File: src/rtl/spi_mem_probe.sv
module spi_mem_probe #(
  parameter int MAX_CONT    = 8,
  parameter bit FALLBACK_EN = 1'b1,
  parameter int DEF_BYTES   = 262144,
  parameter int DEF_ADDR    = 3,
  parameter int SIZE_W      = 24,
  parameter int IDX_W       = 3
) (
  input  logic              clk,
  input  logic              rst_n,
  input  logic              start,
  output logic              xfer_req,
  output logic [7:0]        xfer_tx,
  input  logic              xfer_ack,
  input  logic [7:0]        xfer_rx,
  output logic              cs_n,
  output logic              done,
  output logic              found,
  output logic [IDX_W-1:0]  entry_idx,
  output logic [SIZE_W-1:0] mem_bytes,
  output logic [1:0]        addr_bytes
);
  localparam int CNT_W   = $clog2(MAX_CONT + 1);
  localparam int NUM_TAB = 6;
  localparam logic [7:0] OP_RDID = 8'h9F;
  localparam logic [7:0] OP_RDSR = 8'h05;
  localparam logic [7:0] MFR_OK  = 8'hC2;
  localparam logic [7:0] CONT_B  = 8'h7F;

  typedef enum logic [3:0] {
    S_IDLE, S_OP, S_ID, S_D1, S_D2, S_GAP, S_SOP, S_SRD
  } state_t;

  state_t           state;
  logic [CNT_W-1:0] cont_q;
  logic [7:0]       id1_q;

  logic              hit;
  logic [IDX_W-1:0]  hit_idx;
  logic [SIZE_W-1:0] hit_size;
  logic [1:0]        hit_addr;

  assign xfer_req = (state == S_OP) || (state == S_ID) || (state == S_D1) ||
                    (state == S_D2) || (state == S_SOP) || (state == S_SRD);
  assign cs_n     = !xfer_req;
  assign xfer_tx  = (state == S_OP)  ? OP_RDID :
                    (state == S_SOP) ? OP_RDSR : 8'h00;

  always_comb begin
    hit      = 1'b0;
    hit_idx  = '0;
    hit_size = '0;
    hit_addr = 2'd0;
    for (int i = 0; i < NUM_TAB; i++) begin
      if (id1_q == 8'(8'h22 + i / 2) && xfer_rx == 8'(i % 2)) begin
        hit      = 1'b1;
        hit_idx  = IDX_W'(i);
        hit_size = SIZE_W'(32'd32768 << (i / 2));
        hit_addr = (i >= 4) ? 2'd3 : 2'd2;
      end
    end
  end

  always_ff @(posedge clk or negedge rst_n) begin
    if (!rst_n) begin
      state      <= S_IDLE;
      cont_q     <= '0;
      id1_q      <= '0;
      done       <= 1'b0;
      found      <= 1'b0;
      entry_idx  <= '0;
      mem_bytes  <= '0;
      addr_bytes <= 2'd0;
    end else begin
      done <= 1'b0;
      case (state)
        S_IDLE: if (start) begin
          state      <= S_OP;
          cont_q     <= '0;
          found      <= 1'b0;
          entry_idx  <= '0;
          mem_bytes  <= '0;
          addr_bytes <= 2'd0;
        end
        S_OP: if (xfer_ack) state <= S_ID;
        S_ID: if (xfer_ack) begin
          if (xfer_rx == CONT_B) begin
            if (cont_q == CNT_W'(MAX_CONT)) begin
              state <= S_IDLE;
              done  <= 1'b1;
            end else begin
              cont_q <= cont_q + 1'b1;
            end
          end else if (xfer_rx == MFR_OK) begin
            state <= S_D1;
          end else if (xfer_rx == 8'hFF && FALLBACK_EN) begin
            state <= S_GAP;
          end else begin
            state <= S_IDLE;
            done  <= 1'b1;
          end
        end
        S_D1: if (xfer_ack) begin
          id1_q <= xfer_rx;
          state <= S_D2;
        end
        S_D2: if (xfer_ack) begin
          state <= S_IDLE;
          done  <= 1'b1;
          if (hit) begin
            found      <= 1'b1;
            entry_idx  <= hit_idx;
            mem_bytes  <= hit_size;
            addr_bytes <= hit_addr;
          end
        end
        S_GAP: state <= S_SOP;
        S_SOP: if (xfer_ack) state <= S_SRD;
        S_SRD: if (xfer_ack) begin
          state <= S_IDLE;
          done  <= 1'b1;
          if ((xfer_rx & 8'h31) == 8'h00) begin
            found      <= 1'b1;
            entry_idx  <= IDX_W'(NUM_TAB);
            mem_bytes  <= SIZE_W'(DEF_BYTES);
            addr_bytes <= 2'(DEF_ADDR);
          end
        end
        default: state <= S_IDLE;
      endcase
    end
  end

  p_done_pulse_r9: assert property (@(posedge clk) disable iff (!rst_n)
    done |=> !done);

  p_hold_idle_r9: assert property (@(posedge clk) disable iff (!rst_n)
    (state == S_IDLE && !start) |=> ($stable(found) && $stable(entry_idx) &&
                                     $stable(mem_bytes) && $stable(addr_bytes)));

  p_cont_limit_r3: assert property (@(posedge clk) disable iff (!rst_n)
    cont_q <= CNT_W'(MAX_CONT));

  p_gap_before_status_r7: assert property (@(posedge clk) disable iff (!rst_n)
    (state == S_SOP && !$past(state == S_SOP)) |-> $past(cs_n));

  p_req_hold_r11: assert property (@(posedge clk) disable iff (!rst_n)
    (xfer_req && !xfer_ack) |=> (xfer_req && $stable(xfer_tx)));

  p_busy_start_r10: assert property (@(posedge clk) disable iff (!rst_n)
    (state != S_IDLE && state != S_OP && start) |=> state != S_OP);

  p_found_shape_r4: assert property (@(posedge clk) disable iff (!rst_n)
    (done && found) |-> (mem_bytes != '0 && addr_bytes >= 2'd2));
endmodule

File: config.mk
export PLATFORM = sky130hd
export DESIGN_NAME = spi_mem_probe
export DESIGN_NICKNAME = d
export VERILOG_FILES = /design/src/rtl/spi_mem_probe.sv
export SDC_FILE = /design/constraint.sdc
export NUM_CORES = 1
export LEC_CHECK = 0
export ABC_AREA = 1
export BUFFER_PORTS_ARGS = -buffer_cell sky130_fd_sc_hd__clkbuf_2
export CORE_AREA = 2 2 65 67
export CTS_CLUSTER_DIAMETER = 50
export DETAILED_ROUTE_END_ITERATION = 10
export DIE_AREA = 0 0 67 69
export HOLD_SLACK_MARGIN = 0.1
export PLACE_DENSITY_LB_ADDON = 0.15
export REMOVE_ABC_BUFFERS = 1
export SYNTH_ARGS = -nofsm -noshare
export SYNTH_HDL_FRONTEND = slang
export SYNTH_SLANG_ARGS = --single-unit
File: constraint.sdc
create_clock -name clk -period 2.1 [get_ports clk]
set_input_delay 0.42 -clock clk [delete_from_list [all_inputs] [get_ports clk]]
set_output_delay 0.42 -clock clk [all_outputs]
set_load 0.01 [all_outputs]
==> impl_metrics.csv <==
group,metric,value,unit
outcome,outcome,"complete, no violations",
clock_network,cts_hold_buffers,0,
worst_setup_path,critical-path-max-stage-delay,0.59,ns
timing,relSlewSlack,0.573,
clock_network,numCtsBuffers,3,
synthesis,synth_area,0.00191,mm^2
final_layout,diodes,0,
clock_network,cts_resized,0,
placed_design,port_buffers,30,
synthesis,synth_edf_count,0,
final_layout,mostFrequentLayoutCells,"nand2_1 (76), clkbuf_2 (30), inv_1 (27)",
synthesis,synth_cell_type_count,34,
placed_design,routabilityCongestion,0.822,
floorplanning,num_io_pins,53,
floorplanning,die_y,69,um
detailed_routing,drc,0,
placed_design,dpl-instance-area,0.00200,mm^2
final_layout,fillers,408,
worst_setup_path,crit_slowest_cell,"dfrtp_1",
timing,finalCriticalPeriod,1.95,ns
clock_network,clockBufferDepth,2,
synthesis,synth_area_per_cell,7.25,um^2
global_route,grt.overflow.total,0,
worst_setup_path,crit_required,1.68,ns
floorplanning,die_width,67,um
global_route,grt_max_degree,26,
placed_design,dp.final_hpwl,2860,um
worst_setup_path,critPathLaunch,"state[2]",
final_layout,syn_to_final_growth,6.80,%
detailed_routing,vias,1592,
worst_setup_path,crit_family,"flip-flops",
timing,hold_slack,0.155,ns
floorplanning,initial_utilization,0.489,
clock_network,htreeDepth,1,
final_layout,instances_no_fill,341,
worst_setup_path,cp_max_fo,9,
timing,fin_skew,0.00592,ns
timing,slew_viol_final,0,
synthesis,yosysSeqAreaShare,0.327,
synthesis,synth_top_flop_cell,"dfrtp_1",
power_and_ir_drop,power_density,1030,mW/mm^2
clock_network,cts_tree,"built",
global_route,grtUsageTotal,0.172,
floorplanning,placeableCoreArea,0.00391,mm^2
job,maxCapViolations,0,
synthesis,async_flop_share,1.00,
detailed_routing,drt_iter0_markers,65,
synthesis,synthTopCellsByArea,"dfrtp_1 (33%), nand2_1 (15%), buf_4 (11%), nand3_1 (5.5%), inv_1 (5.3%)",
synthesis,synthCells,264,
worst_setup_path,worstPathCellList,"inv_6 -> nor2_4 -> nor2_8 -> nand2_2 -> inv_1 -> clkbuf_2",
timing,hold_viol_final,0,
timing,rsz0062_at_grt,"false",
global_route,grt_first_pass_wirelength,6330,um
synthesis,synth_seq_cells,25,
final_layout,final_cell_area,0.00204,mm^2
detailed_routing,wirelength,3460,um
worst_setup_path,path_buf_inv,3,
detailed_routing,vias_per_cell,4.67,
detailed_routing,first_pass_iters,4,
placed_design,dp_cells,337,
worst_setup_path,arrival,1.53,ns
detailed_routing,wl_per_cell,10.2,um
clock_network,root_buffer,"clkbuf_8",
global_route,antenna_found_initial,0,
power_and_ir_drop,power.leakage,1.12,nW
clock_network,worstSkewPairLatency,0.27,ns
synthesis,yosysWarnings,0,
worst_setup_path,critical_path.endpoint_type,"primary output",
clock_network,path_clk_slew,0.09,ns
synthesis,yosys.area.top_type,"dfrtp_1",
clock_network,cts_setup_buffers,0,
worst_setup_path,start_kind,"flop",
timing,worst_pin_slew,0.641,ns
worst_setup_path,r2r-start,"id1_q[6]",
clock_network,cts.sinks,25,
worst_setup_path,path_class,"flop to primary output",
detailed_routing,ant_nets,0,
synthesis,yosys.area.top_type_share,0.327,
floorplanning,num_rows,23,
final_layout,drive_gt1_frac,0.220,
timing,fmax,0.512,GHz
timing,finalCritPeriodShare,0.930,
power_and_ir_drop,ir_drop,0.602,mV
timing,setup-tns-final,0,ns
global_route,grt_pass1_vias,1482,
floorplanning,dieArea,0.00462,mm^2
min_path,hp-class,"input port to asynchronous set/reset pin",
final_layout,final_common_cell,"nand2_1",
final_layout,fin_nets,306,
timing,setup_violations,0,
## final timing paths
kind,end,slack (ns),cells past startpoint
setup reg to reg,mem_bytes[17],0.58,10
hold / removal,id1_q[1],0.15,1
max in group asynchronous,cont_q[0],1.53,1
setup / recovery,cs_n,0.15,6
min in group clk,id1_q[5],0.39,2
hold reg to reg,entry_idx[0],0.47,2
## power breakdown
part	leakage, nW	total, mW	switching [mW]	internal (mW)
Combinational	0.766	1.09	0.703	0.388
Clock	0.0255	0.286	0.153	0.133
Sequential	0.331	0.737	0.132	0.605
## registers in the layout, summed over array words and instances (netlist names)
name and cells:
id1_q 8, cont_q 4, mem_bytes 4, state 3, addr_bytes 2, entry_idx 2
done 1, found 1
## Yosys cell counts, types with 2 or more instances
cell type	n
o21ai_1	7
nand3_1	21
inv_2	5
dfrtp_1	25
o21ai_0	4
nand2_2	6
nor2_8	2
o21ai_2	2
inv_1	27
nand4_1	8
nand2_1	76
ha_1	2
buf_4	28
nor2_4	5
nor2_2	2
a21oi_1	2
nor2_1	25
## final cells by class
type,count,area (um^2),area share
clock buffer,3,41.3,0.0202
multi-input combinational,198,1020,0.500
inverter,33,129,0.0631
tap,50,62.6,0.0306
timing repair buffer,31,158,0.0772
clock inverter,1,5.00,0.00245
sequential,25,626,0.306
## per-layer routing
layer / vias up / wire [um] / part of all wire / GRT usage
met5: - / 0 / 0 / 0
met4: 0 / 57 / 0.016 / 0.0726
met3: 5 / 217 / 0.063 / 0.0277
met2: 51 / 1580 / 0.46 / 0.277
met1: 701 / 1610 / 0.47 / 0.225
li1: 835 / - / - / -
## metrics by stage
step / setup slack, ns / total power [mW] / utilization
finish: 0.148 / 2.11 / 0.522
global route: 0.0436 / 2.34 / 0.522
CTS: 0.126 / 2.15 / 0.522
detailed placement: 0.441 / 1.85 / 0.510
global placement: 0.472 / 1.85 / 0.510
floorplan: 0.548 / 1.57 / -
## cells by family after synthesis
logic type | after synthesis | share of synthesized area
simple gates | 154 | 0.412
buf+inv | 62 | 0.180
flops | 25 | 0.327
compound gates | 17 | 0.0510
fa+ha+maj | 2 | 0.0131
xor+xnor | 2 | 0.00916
other cells | 1 | 0.00196
mux | 1 | 0.00589
No activity file was read; power rests on OpenSTA's default activity.
